==> src/rtl/asm_pkg.sv <==
package asm_pkg;

   typedef enum logic [1:0] {
      SZ_BAD   = 2'd0,
      SZ_BYTE  = 2'd1,
      SZ_WORD  = 2'd2,
      SZ_DWORD = 2'd3
   } acc_size_e;

   // Size is taken from a lane mask that is contiguous from lane 0.
   function automatic acc_size_e mask_to_size(input logic [3:0] be);
      case (be)
         4'b0001: mask_to_size = SZ_BYTE;
         4'b0011: mask_to_size = SZ_WORD;
         4'b1111: mask_to_size = SZ_DWORD;
         default: mask_to_size = SZ_BAD;
      endcase
   endfunction

endpackage

==> src/rtl/asm_load_seq.sv <==
module asm_load_seq #(
   parameter int ADDR_W = 4
) (
   input  logic              clk,
   input  logic              rst_n,
   input  logic              ld_valid,
   output logic              ld_we,
   output logic [ADDR_W-1:0] ld_idx,
   output logic              busy
);
   localparam int NBYTES = 1 << ADDR_W;
   localparam int PW     = ADDR_W + 1;

   logic [PW-1:0] ptr_q;

   assign busy   = (ptr_q != PW'(NBYTES));
   assign ld_we  = ld_valid && busy;
   assign ld_idx = ptr_q[ADDR_W-1:0];

   always_ff @(posedge clk) begin
      if (!rst_n)     ptr_q <= '0;
      else if (ld_we) ptr_q <= ptr_q + PW'(1);
   end
endmodule

==> src/rtl/asm_access_chk.sv <==
module asm_access_chk
   import asm_pkg::*;
#(
   parameter int ADDR_W = 4
) (
   input  logic              host_rd,
   input  logic              host_wr,
   input  logic [ADDR_W-1:0] host_off,
   input  logic [3:0]        host_be,
   input  logic              dw_mode,
   input  logic              wr_en_cfg,
   input  logic              busy,
   output logic              rd_ok,
   output logic              wr_ok,
   output logic              err_now
);
   acc_size_e size;
   logic      active, dw_legal, rd_legal, wr_legal, both;

   always_comb begin
      size     = mask_to_size(host_be);
      active   = !busy && (host_rd || host_wr);
      both     = host_rd && host_wr;
      dw_legal = (size == SZ_DWORD) && (host_off[1:0] == 2'b00);
      if (dw_mode) begin
         rd_legal = dw_legal;
         wr_legal = dw_legal;
      end else begin
         rd_legal = (size == SZ_BYTE) || ((size == SZ_WORD) && !host_off[0]);
         wr_legal = (size == SZ_WORD) && !host_off[0];
      end
      err_now = active && (both || (host_rd && !rd_legal) || (host_wr && !wr_legal));
      rd_ok   = active && host_rd && !host_wr && rd_legal;
      wr_ok   = active && host_wr && !host_rd && wr_legal && wr_en_cfg;
   end
endmodule

==> src/rtl/asm_byte_array.sv <==
module asm_byte_array #(
   parameter int ADDR_W = 4,
   parameter int DATA_W = 32
) (
   input  logic                     clk,
   input  logic                     rst_n,
   input  logic                     ld_we,
   input  logic [ADDR_W-1:0]        ld_idx,
   input  logic [7:0]               ld_byte,
   input  logic                     wr_ok,
   input  logic                     rd_ok,
   input  logic [ADDR_W-1:0]        host_off,
   input  logic [DATA_W/8-1:0]      host_be,
   input  logic [DATA_W-1:0]        host_wdata,
   output logic [DATA_W-1:0]        rd_data,
   output logic [(8<<ADDR_W)-1:0]   mem_flat
);
   localparam int NBYTES = 1 << ADDR_W;
   localparam int LANES  = DATA_W / 8;
   localparam int IW     = ADDR_W + 1;

   for (genvar i = 0; i < NBYTES; i++) begin : g_byte
      logic       hit;
      logic [7:0] hdat;
      logic [7:0] q;

      always_comb begin
         hit  = 1'b0;
         hdat = 8'h00;
         for (int k = 0; k < LANES; k++) begin
            if (wr_ok && host_be[k] && (({1'b0, host_off} + IW'(k)) == IW'(i))) begin
               hit  = 1'b1;
               hdat = host_wdata[8*k +: 8];
            end
         end
      end

      always_ff @(posedge clk) begin
         if (!rst_n)                           q <= 8'h00;
         else if (ld_we && (ld_idx == ADDR_W'(i))) q <= ld_byte;
         else if (hit)                         q <= hdat;
      end

      assign mem_flat[8*i +: 8] = q;
   end

   logic [DATA_W-1:0] rd_next;
   logic [ADDR_W-1:0] ix;

   always_comb begin
      rd_next = '0;
      ix      = '0;
      for (int k = 0; k < LANES; k++) begin
         ix = host_off + ADDR_W'(k);
         if (rd_ok && host_be[k]) rd_next[8*k +: 8] = mem_flat[8*ix +: 8];
      end
   end

   always_ff @(posedge clk) begin
      if (!rst_n) rd_data <= '0;
      else        rd_data <= rd_next;
   end
endmodule

==> src/rtl/asm_cksum.sv <==
module asm_cksum #(
   parameter int ADDR_W = 4,
   parameter int CK_POS = 12,
   parameter bit CK_REG = 1'b0
) (
   input  logic                   clk,
   input  logic                   rst_n,
   input  logic [(8<<ADDR_W)-1:0] mem_flat,
   input  logic                   busy,
   output logic                   checksum_ok
);
   localparam int NBYTES = 1 << ADDR_W;

   logic [15:0] sum;
   logic [15:0] stored;
   logic        match;

   always_comb begin
      sum = 16'h0000;
      for (int i = 1; i < NBYTES; i++) begin
         if (i != CK_POS && i != CK_POS + 1) sum = sum + 16'(mem_flat[8*i +: 8]);
      end
      stored = {mem_flat[8*(CK_POS+1) +: 8], mem_flat[8*CK_POS +: 8]};
      match  = !busy && (sum == stored);
   end

   if (CK_REG) begin : g_reg
      logic ok_q;
      always_ff @(posedge clk) begin
         if (!rst_n) ok_q <= 1'b0;
         else        ok_q <= match;
      end
      assign checksum_ok = ok_q;
   end else begin : g_comb
      assign checksum_ok = match;
   end
endmodule

==> src/rtl/addr_shadow_mem.sv <==
module addr_shadow_mem #(
   parameter int ADDR_W = 4,
   parameter int DATA_W = 32,
   parameter int CK_POS = 12,
   parameter bit CK_REG = 1'b0
) (
   input  logic              clk,
   input  logic              rst_n,
   input  logic              ld_valid,
   input  logic [7:0]        ld_byte,
   input  logic              host_rd,
   input  logic              host_wr,
   input  logic [ADDR_W-1:0] host_off,
   input  logic [3:0]        host_be,
   input  logic [DATA_W-1:0] host_wdata,
   input  logic              dw_mode,
   input  logic              wr_en_cfg,
   output logic [DATA_W-1:0] rd_data,
   output logic              access_err,
   output logic              busy,
   output logic              checksum_ok
);
   localparam int NBYTES = 1 << ADDR_W;

   if (DATA_W != 32) begin : g_bad_dw
      $error("addr_shadow_mem: DATA_W must be 32");
   end
   if (ADDR_W < 2 || ADDR_W > 8) begin : g_bad_aw
      $error("addr_shadow_mem: ADDR_W must lie in 2..8");
   end
   if (CK_POS < 1 || CK_POS + 1 >= NBYTES) begin : g_bad_ck
      $error("addr_shadow_mem: CK_POS out of range");
   end

   logic              ld_we;
   logic [ADDR_W-1:0] ld_idx;
   logic              rd_ok, wr_ok, err_now;
   logic [8*NBYTES-1:0] arr_flat;

   asm_load_seq #(.ADDR_W(ADDR_W)) u_load (
      .clk(clk), .rst_n(rst_n), .ld_valid(ld_valid),
      .ld_we(ld_we), .ld_idx(ld_idx), .busy(busy)
   );

   asm_access_chk #(.ADDR_W(ADDR_W)) u_chk (
      .host_rd(host_rd), .host_wr(host_wr), .host_off(host_off),
      .host_be(host_be), .dw_mode(dw_mode), .wr_en_cfg(wr_en_cfg),
      .busy(busy), .rd_ok(rd_ok), .wr_ok(wr_ok), .err_now(err_now)
   );

   asm_byte_array #(.ADDR_W(ADDR_W), .DATA_W(DATA_W)) u_arr (
      .clk(clk), .rst_n(rst_n), .ld_we(ld_we), .ld_idx(ld_idx),
      .ld_byte(ld_byte), .wr_ok(wr_ok), .rd_ok(rd_ok),
      .host_off(host_off), .host_be(host_be), .host_wdata(host_wdata),
      .rd_data(rd_data), .mem_flat(arr_flat)
   );

   asm_cksum #(.ADDR_W(ADDR_W), .CK_POS(CK_POS), .CK_REG(CK_REG)) u_ck (
      .clk(clk), .rst_n(rst_n), .mem_flat(arr_flat), .busy(busy),
      .checksum_ok(checksum_ok)
   );

   always_ff @(posedge clk) begin
      if (!rst_n) access_err <= 1'b0;
      else        access_err <= err_now;
   end
endmodule

==> config.mk <==
export PLATFORM = sky130hd
export DESIGN_NAME = addr_shadow_mem
export DESIGN_NICKNAME = d
export VERILOG_FILES = /design/src/rtl/asm_pkg.sv /design/src/rtl/asm_load_seq.sv /design/src/rtl/asm_access_chk.sv /design/src/rtl/asm_byte_array.sv /design/src/rtl/asm_cksum.sv /design/src/rtl/addr_shadow_mem.sv
export SDC_FILE = /design/constraint.sdc
export NUM_CORES = 1
export LEC_CHECK = 0
export BUFFER_PORTS_ARGS = -buffer_cell sky130_fd_sc_hd__buf_2
export CAP_MARGIN = 40
export CORE_MARGIN = 1.5
export CORE_UTILIZATION = 26
export CTS_CLUSTER_DIAMETER = 30
export DETAILED_ROUTE_END_ITERATION = 8
export MAX_ROUTING_LAYER = met4
export PLACE_DENSITY_LB_ADDON = 0.08
export REMOVE_ABC_BUFFERS = 1
export SLEW_MARGIN = 40
export SYNTH_ARGS = -nofsm -noshare
export SYNTH_HDL_FRONTEND = slang
export SYNTH_SLANG_ARGS = --single-unit
==> constraint.sdc <==
create_clock -name clk -period 8.7 [get_ports clk]
set_clock_uncertainty 0.05 [all_clocks]
set_input_delay 0.435 -clock clk [delete_from_list [all_inputs] [get_ports clk]]
set_output_delay 0.435 -clock clk [all_outputs]
set_load 0.01 [all_outputs]
; ---- Yosys cells after proc, flatten, opt, wreduce, memory -nomap -nowiden
; Index checks and enable logic that the tools add are counted.
[totals]
register_bits = 166
inputBits = 55
output_inout_bits = 35
elab_cells = 431
[classes]
add_sub_neg = 19
eq_ne = 83
shift = 4
muxes = 163
n_reduce_logical = 140
[op_table]
columns = op, count
row1 = $mux 8, 96
row2 = $shiftx 128x8->8, 4
row3 = $add 16x8->16, 11
row4 = $eq 5x4->1 const B, 24
row5 = $logic_and 1x1->1, 104
row6 = $eq 4x4->1 const B, 17
row7 = $mux 1, 66
row8 = $eq 5x3->1 const B, 12
row9 = $eq 4x3->1 const B, 8
row10 = $reduce_bool 2->1, 16
row11 = $eq 5x2->1 const B, 6
row12 = $eq 4x2->1 const B, 5
row13 = $logic_not 5->1, 4
row14 = $eq 16x16->1, 1
row15 = $eq 5x1->1 const B, 3
row16 = $eq 4x1->1 const B, 3
row17 = $add 4x2->5 const B, 2
row18 = $add 8x8->9, 1
row19 = $add 4x2->4 const B, 2
row20 = $reduce_and 2->1, 4
row21 = $logic_not 1->1, 6
row22 = $pmux 2 s3, 1
row23 = $add 4x1->5 const B, 1
row24 = $add 5x1->5 const B, 1
row25 = 7 further kinds, 11

; ---- Longest topological paths before layout
; Gate-level depths: netlist of the first run.
[logic_depth]
depth_word = 15
depth_mapped = 23
mapped_depth_nobuf = 23

; ---- Modules after synthesis
; From an unflattened synthesis of the first run, not the netlist that was laid out.
[unflattened]
hier_cells = 2122
hier_area_um2 = 18985.7
[modules_own_cells]
columns = mod, n_inst, cells_each, area_each_um2, seq_area_each_um2
row1 = asm_byte_array, 1, 1828, 15896.5, 3203.1
row2 = asm_cksum, 1, 248, 2678.8, 0.0
row3 = asm_load_seq, 1, 31, 291.5, 100.1
row4 = asm_access_chk, 1, 13, 92.6, 0.0
row5 = addr_shadow_mem, 1, 2, 26.3, 20.0

; ---- Least setup slack after synthesis of the first run
; No wires, ideal clock.
[synth_path]
path_kind = register to output
from = reg u_arr.g_byte[1].q[0]
to = out checksum_ok
t_arrival_ps = 5404
t_required_ps = 8215
setup_slack_ps = 2811
stages_incl_launch_ff = 23
path_buffers = 0
path_cell_list = dfxtp_1 > ha_1 > inv_1 > fa_1 > nor2b_1 > o21ai_0 > a21boi_0 > o21ai_0 > nand2b_1 > xnor2_1 > fa_1 > fa_1 > fa_1 > fa_1 > fa_1 > inv_1 > ha_1 > nand2_1 > o211ai_1 > a21o_1 > a21oi_1 > o221a_2 > o211a_1
[synth_via]
elab_chain_len = 14
[synth_lines]
columns = item, line_no
row1 = start: declaration, asm_byte_array.sv:25  ; logic [7:0] q;
row2 = start signal: assignment, asm_byte_array.sv:40  ; else if (ld_we && (ld_idx == ADDR_W'(i))) q <= ld_byte;
row3 = start signal: assignment, asm_byte_array.sv:41  ; else if (hit) q <= hdat;
row4 = $add 8x8->9, asm_cksum.sv:21  ; if (i != CK_POS && i != CK_POS + 1) sum = sum + 16'(mem_flat[8*i +: 8]);
row5 = $add 16x8->16 (11 in series), asm_cksum.sv:21
row6 = $eq 16x16->1, asm_cksum.sv:24  ; match = !busy && (sum == stored);
row7 = $logic_and 1x1->1, asm_cksum.sv:24
row8 = end: declaration, addr_shadow_mem.sv:21  ; output logic checksum_ok
; No other way between the ends.

; ---- Worst setup path after layout of the first run
; Ends and elaborated chain as after synthesis.

==> out/metrics.csv, run 1 <==
stage,metric,value,unit
outcome,outcome,"finished, final reports clean",
clock_tree,cts_tree,done,
die,io_pins,90,
place,gp_congestion,0.9684,
synthesis,ys_seq_area_frac,0.1886,
sta,fin_hold_ws,0.1440,ns
setup_path,arrival,6.65,ns
pwr,p_int,0.001347,W
sta,period_minus_slack,7.135,ns
pwr,power_leakage,6.803,nW
die,die_h,263.3,µm
die,die_area,0.06932,mm²
clock_tree,cts_buffers,17,
routing,wl_per_cell,36.37,µm
sta,period_share,0.8201,
layout,fill_cells,7089,
sta,setup_viol,0,
routing,drc,0,
setup_path,critPathKind,register to output port,
place,hpwlAfterDp,74730,µm
clock_tree,cts_hold_buffers,0,
die,num_rows,95,
synthesis,synthFlopType,dfxtp_1,
clock_tree,post_cts_buffers,0,
synthesis,synth-seq-cells,166,
layout,area_growth,11.11,%
setup_path,critPathMaxFanout,6,
routing,drt-pass1-iter-count,6,
global_routing,track_usage,0.3007,
synthesis,synth_edf_count,0,
sta,slew_headroom,0.3876,
layout,utilization,0.2914,
die,die_w,263.3,µm
layout,regArea,0.003323,mm²
setup_path,endpoint_kind,output port,
clock_tree,clock_latency,0.51,ns
pwr,total_power,0.002103,W
setup_path,worstPathRequired,8.22,ns
synthesis,syn_avg_cell_area,9.066,µm²
clock_tree,clk_pin_slew,0.08,ns
clock_tree,clock-sinks,166,
place,port_buffers,89,
global_routing,antenna_found_initial,6,
pwr,p_per_area,107.4,mW/mm²
die,initial_core_util,0.2623,
synthesis,syn_inst,1943,
synthesis,yosysWarnings,0,
min_path,hp-class,input port to register,
pwr,switching_share,0.3593,
pwr,ir_drop,156.7,µV
synthesis,ys_types,75,
sta,rsz0062_at_grt,no,
global_routing,grt_overflow_total,0,
sta,max_freq,140.2,MHz
clock_tree,clock_path_buffers,2,
sta,setup_tns,0,ns
pwr,p_seq_frac,0.378,
routing,first_iter_violations,2253,
routing,wirelength,102200,µm
sta,report.final.hold_viol_count,0,
layout,drive_above_1_share,0.2248,
setup_path,start_kind,register,
global_routing,grt_pass1_vias,17419,
sta,maxSlewViolCount,0,
synthesis,synth-async-reset-ratio,0,
clock_tree,root_buffer,clkbuf_16,
routing,drt-vias-per-instance,6.407,
global_routing,grt_max_degree,88,
pwr,clock_power_share,0.411,
sta,worst_slew_pin_slew,0.9159,ns
routing,ant_nets,0,
clock_tree,h-tree-depth,4,
die,core_area,0.06716,mm²
synthesis,netlist_area,0.01762,mm²
pwr,switchingPower,0.0007554,W
routing,vias,18011,
clock_tree,ctsResizeCount,0,
job,maxCapViolCount,0,
pwr,combPwrFrac,0.211,
layout,final_nets,2093,
layout,multiInputGateArea,0.01328,mm²
global_routing,grt_pass1_wl,142600,µm
==> layout by cell type (no fill, tap or decap), drive strengths merged, types with 56 or more instances in the layout <==
cell type / count
nand3: 56
buf: 142
o21ai: 71
o221ai: 59
o211ai: 71
a21oi: 72
mux4: 152
nand2: 235
o221a: 64
inv: 114
nor2: 132
a31oi: 78
fa: 79
dfxtp: 166
==> final timing paths <==
kind                             start                    end  slack, ns  cells after the start
setup / recovery  u_arr.g_byte[1].q[0]            checksum_ok       1.57                     23
hold / removal                 host_rd             access_err       0.14                      3
setup reg to reg       u_load.ptr_q[0]  u_arr.g_byte[14].q[0]       4.03                     10
hold reg to reg        u_load.ptr_q[1]        u_load.ptr_q[1]       0.48                      2
==> stage by stage <==
| step | cells | worst slack (ns) | cell area (µm²) |
|---|---|---|---|
| CTS | 2808 | 1.523 | 19550 |
| global route | 2810 | 1.125 | 19570 |
| floorplan | 1761 | 2.811 | 16880 |
| detailed placement | 2776 | 2.081 | 18960 |
| global placement | 2772 | 2.079 | 18840 |
| finish | 2811 | 1.565 | 19570 |
==> Yosys cell counts (4+ instances only) <==
| library cell | n | area [µm²] |
|---|---|---|
| a2111oi_1 | 5 | 50.05 |
| a211oi_1 | 30 | 225.2 |
| a21boi_0 | 4 | 30.03 |
| a21o_1 | 7 | 52.55 |
| a21oi_1 | 71 | 355.3 |
| a221oi_1 | 17 | 148.9 |
| a22o_1 | 8 | 70.07 |
| a22oi_1 | 15 | 112.6 |
| a311oi_1 | 5 | 43.79 |
| a31oi_1 | 78 | 488.0 |
| a32o_1 | 4 | 40.04 |
| and2_1 | 7 | 43.79 |
| and3_1 | 29 | 181.4 |
| buf_1 | 30 | 112.6 |
| buf_2 | 22 | 110.1 |
| clkbuf_1 | 123 | 461.7 |
| dfxtp_1 | 166 | 3323 |
| fa_1 | 79 | 1582 |
| ha_1 | 37 | 462.9 |
| inv_1 | 108 | 405.4 |
| mux2i_1 | 48 | 480.5 |
| mux4_2 | 152 | 3423 |
| nand2_1 | 233 | 874.6 |
| nand2b_1 | 11 | 68.82 |
| nand3_1 | 55 | 275.3 |
| nand4_1 | 11 | 68.82 |
| nor2_1 | 131 | 491.7 |
| nor2b_1 | 27 | 168.9 |
| nor3_1 | 16 | 80.08 |
| nor4_1 | 4 | 25.02 |
| o2111ai_1 | 15 | 131.4 |
| o211a_1 | 6 | 60.06 |
| o211ai_1 | 71 | 533.0 |
| o21ai_0 | 63 | 315.3 |
| o21ai_1 | 8 | 40.04 |
| o221a_2 | 62 | 698.2 |
| o221ai_1 | 59 | 516.8 |
| o22ai_1 | 30 | 187.7 |
| or2_2 | 4 | 25.02 |
| or3_1 | 11 | 68.82 |
| xnor2_1 | 21 | 183.9 |
| xor2_1 | 12 | 105.1 |
==> sequential cells by signal, summed over array words and instances (netlist names) <==
| signal | cells |
|---|---|
| u_arr.rd_data | 32 |
| u_load.ptr_q | 5 |
| u_arr.g_byte.q | 128 |
| access_err | 1 |
==> power groups by stage <==
stage          clock network [W]  logic (W)  registers [W]
2_1_floorplan                  0   0.000209       0.000796
3_3_place_gp                   0   0.000435       0.000810
3_5_place_dp                   0   0.000436       0.000811
4_1_cts                 0.000877   0.000437       0.000793
5_1_grt                 0.000899   0.000464       0.000795
6_report                0.000864   0.000444       0.000795
==> area by class of cell <==
cell class                 count  area share
antenna                        3   0.0003836
inverter                     109     0.02090
sequential                   166      0.1698
timing repair buffer         142     0.04430
clock buffer                  22     0.02474
tap                          873     0.05581
clock inverter                10    0.005626
multi-input combinational   1486      0.6785
==> worst max-delay path, stage by stage, from the launching register on <==
cell	delay [ns]
dfxtp_1	0.45
ha_1	0.23
inv_1	0.06
fa_1	0.42
nor2b_1	0.13
o21ai_0	0.19
a21boi_0	0.24
o21ai_0	0.11
nand2b_1	0.12
xnor2_1	0.14
fa_1	0.47
fa_1	0.52
fa_1	0.52
fa_1	0.52
fa_1	0.55
inv_1	0.04
ha_1	0.33
o21ai_0	0.09
a21oi_1	0.21
nor2_1	0.08
xnor2_1	0.13
nor4_1	0.29
o211a_1	0.19
buf_2	0.12
==> per-layer routing <==
metal,vias up,global-route usage,routed length (µm)
li1,7457,-,-
met1,9278,0.4015,43510
met2,1091,0.4582,46050
met3,185,0.05107,8983
met4,0,0.1050,3687
met5,-,-,0
==> kinds of logic after synthesis <==
kind of cell | share of synthesized area
AO/OA/AOI/OAI | 0.2455
XOR/XNOR | 0.01641
adder cells (fa/ha/maj) | 0.1161
buffers and inverters | 0.06520
flip-flops | 0.1886
multiplexers | 0.2229
AND/OR/NAND/NOR | 0.1453
Note: power is estimated with default switching activity, not from simulation.
==> inputs of run 2 (changes only) <==
--- a/config.mk
+++ b/config.mk
@@ -5,6 +5,7 @@
 export SDC_FILE = /design/constraint.sdc
 export NUM_CORES = 1
 export LEC_CHECK = 0
+export ABC_AREA = 1
 export BUFFER_PORTS_ARGS = -buffer_cell sky130_fd_sc_hd__buf_2
 export CAP_MARGIN = 40
 export CORE_MARGIN = 1.5
==> constraint.sdc (replaced) <==
create_clock -name clk -period 6.68 [get_ports clk]
set_clock_uncertainty 0.05 [all_clocks]
set_input_delay 0.334 -clock clk [delete_from_list [all_inputs] [get_ports clk]]
set_output_delay 0.334 -clock clk [all_outputs]
set_load 0.01 [all_outputs]
==> run 2 against run 1 <==
Net effect: setup slack lost 1.3 ns; sequential share of layout area decreased by 0.64 points; global-route usage up 2.4 points; synthesized cell count is 57% higher; register-to-register slack lost 1.3 ns; clock-buffer cell count decreased by 1; sequential cell count did not move; largest power group unchanged.
==> out/metrics.csv, run 2 <==
stage,metric,value,unit,change
layout,area_growth,11.33,%,
die,die_h,268.2,µm,+1.9%
clock_tree,clock-sinks,166,,unchanged
synthesis,ys_seq_area_frac,0.1817,,-0.006981
synthesis,synth_edf_count,0,,unchanged
sta,period_minus_slack,6.448,ns,
clock_tree,clk_pin_slew,0.07,ns,about the same
setup_path,start_kind,register,,
place,gp_congestion,0.9901,,+2.2%
sta,period_share,0.9653,,
global_routing,grt_overflow_total,0,,unchanged
routing,wirelength,114400,µm,+12%
global_routing,antenna_found_initial,5,,-1
routing,drt-vias-per-instance,5.533,,-14%
setup_path,worstPathRequired,6.30,ns,-1.92 ns
layout,largestRegisters,"u_arr.g_byte.q (128), u_arr.rd_data (32), u_load.ptr_q (5)",,
pwr,p_per_area,140.4,mW/mm²,+31%
die,die_w,268.2,µm,+1.9%
clock_tree,cts_hold_buffers,0,,unchanged
setup_path,reg2reg_depth,14,,+4
layout,final_common_cell,nand2_1,,
place,place_ws,0.05170,ns,-2.029 ns
pwr,total_power,0.002859,W,+36%
synthesis,netlist_area,0.01829,mm²,+3.8%
synthesis,synth_top_area_frac,0.1817,,-0.01266
die,initial_core_util,0.2621,,about the same
pwr,ir_drop,173.3,µV,+11%
sta,maxSlewViolCount,0,,unchanged
synthesis,synth-async-reset-ratio,0,,unchanged
layout,top_register,u_arr.g_byte.q,,
die,io_pins,90,,unchanged
setup_path,reg2reg_from,u_load.ptr_q[0],,
layout,utilization,0.2918,,+0.0003940
die,core_area,0.06979,mm²,+3.9%
sta,setup_viol,0,,unchanged
sta,slew_headroom,0.4030,,+0.01540
min_path,hp-start,host_rd,,
sta,setup_ws,0.2317,ns,-1.334 ns
routing,first_iter_violations,2618,,+16%
setup_path,critPathMaxFanout,2,,-4
sta,report.final.hold_viol_count,0,,unchanged
clock_tree,cts_tree,done,,
routing,wl_per_cell,28.73,µm,-21%
setup_path,cp_slowest_cell,fa_1,,
global_routing,track_usage,0.3243,,+0.02356
sta,fin_hold_ws,0.09398,ns,-0.05001 ns
min_path,min_to,access_err,,
setup_path,max_stage_delay,0.51,ns,-0.04 ns
synthesis,synth-seq-cells,166,,unchanged
setup_path,r2r_setup_slack,2.74,ns,-1.29 ns
layout,final_nets,3197,,+53%
setup_path,cp-startpoint,u_arr.g_byte[2].q[0],,
synthesis,syn_avg_cell_area,6.011,µm²,-34%
layout,final_cell_mix,"806 x nand2_1, 506 x o21ai_0, 370 x inv_1",,
place,hpwlAfterDp,85160,µm,+14%
place,port_buffers,89,,unchanged
outcome,outcome,"finished, final reports clean",,
clock_tree,clock_path_buffers,2,,unchanged
routing,ant_nets,0,,unchanged
synthesis,synth_common_cells,"808 x nand2_1, 510 x o21ai_0, 381 x inv_1",,
sta,max_freq,155.1,MHz,
global_routing,grt_max_degree,94,,+6.8%
synthesis,yosysWarnings,0,,unchanged
setup_path,timing.critical_path.mode_cell,fa_1,,
layout,drive_above_1_share,0.1004,,-0.1244
synthesis,syn_inst,3043,,+57%
sta,worst_slew_pin_slew,0.8946,ns,-0.02136 ns
die,die_area,0.07196,mm²,+3.8%
synthesis,yosys-top-cells-area,"dfxtp_1 18%, nand2_1 17%, o21ai_0 14%",,
synthesis,synthFlopType,dfxtp_1,,
job,maxCapViolCount,0,,unchanged
setup_path,critPathKind,register to output port,,
layout,largest_reg_flops,128,,unchanged
global_routing,grt_pass1_vias,19357,,+11%
synthesis,yosysTopAreaCell,dfxtp_1,,
setup_path,endpoint_kind,output port,,
routing,drt-pass1-iter-count,6,,unchanged
routing,vias,22043,,+22%
clock_tree,clock_latency,0.53,ns,+0.02 ns
place,place_inst,3943,,+42%
min_path,holdPathStages,3,,unchanged
clock_tree,h-tree-depth,4,,unchanged
clock_tree,cts_buffers,17,,unchanged
routing,drc,0,,unchanged
clock_tree,root_buffer,clkbuf_16,,
setup_path,arrival,6.06,ns,-0.59 ns
min_path,hp-class,input port to register,,
layout,final_cells,3984,,+42%
global_routing,grt_pass1_wl,156300,µm,+9.6%
pwr,power_leakage,8.220,nW,+21%
sta,rsz0062_at_grt,yes,,
synthesis,ys_types,47,,-37%
setup_path,r2r-end,u_arr.g_byte[5].q[0],,
die,num_rows,97,,+2.1%
synthesis,yosysMostFrequentCell,nand2_1,,
## run 2: worst max-delay path: cells and delay by family (launching register included)
family / cells / cell delay, ns
buffers and inverters: 5 / 0.46
adder cells (fa/ha/maj): 9 / 3.55
flip-flops: 1 / 0.36
XOR/XNOR: 2 / 0.31
AND/OR/NAND/NOR: 9 / 0.87
## run 2: through the flow
step	setup TNS [ns]	area [µm²]
after global routing	-0.04364	20360
final	0	20370
after global placement	0	19550
after floorplan	0	17510
after CTS	0	20250
after detailed placement	0	19590
## run 2: cells by family (layout without fill, tap and decap cells)
logic type | after synthesis | count (layout) | share of synthesized area
simple gates | 1186 | 1186 | 0.2759
compound gates | 951 | 951 | 0.2843
buf+inv | 589 | 585 | 0.1252
flops | 166 | 166 | 0.1817
fa+ha+maj | 116 | 116 | 0.1118
mux | 18 | 18 | 0.009849
xor+xnor | 17 | 17 | 0.01122
other cells | 0 | 5 | 0
## run 2: worst max-delay path by stage
stage	to	cells past startpoint
2_1_floorplan	checksum_ok	24
3_3_place_gp	checksum_ok	25
3_5_place_dp	checksum_ok	25
4_1_cts	checksum_ok	28
5_1_grt	checksum_ok	25
6_report	checksum_ok	25
## run 2: layout make-up
class	count	area (µm²)
inverters	401	1505
multi-input cells	2288	12820
fillers	7848	49420
clock inverters	11	122.6
diodes	5	12.51
flip-flops and latches	166	3328
well taps	940	1176
clock buffers	21	460.4
repair buffers	152	940.9
## run 2: per-layer routing
metal / track usage / share of wire / up-vias / wire [µm]
met5: - / 0 / - / 0
met2: 0.4757 / 0.43 / 1170 / 49170
met4: 0.1374 / 0.045 / 0 / 5106
li1: - / - / 10011 / -
met1: 0.4352 / 0.44 / 10674 / 50810
met3: 0.05709 / 0.082 / 188 / 9352
## run 2: repair_timing
action                                  CTS  global route
gates resized for setup                  14            19
gates cloned                              0             0
endpoints found under the setup margin    1             1
endpoints found under the hold margin     0             0
pin swaps                                 6            18
buffers inserted                          1             2
## run 2: report_power, final
part           switching, W  internal (W)  total, W
Combinational      0.000559      0.000177  0.000736
Sequential        0.0000207       0.00100   0.00102
Clock              0.000529      0.000570   0.00110
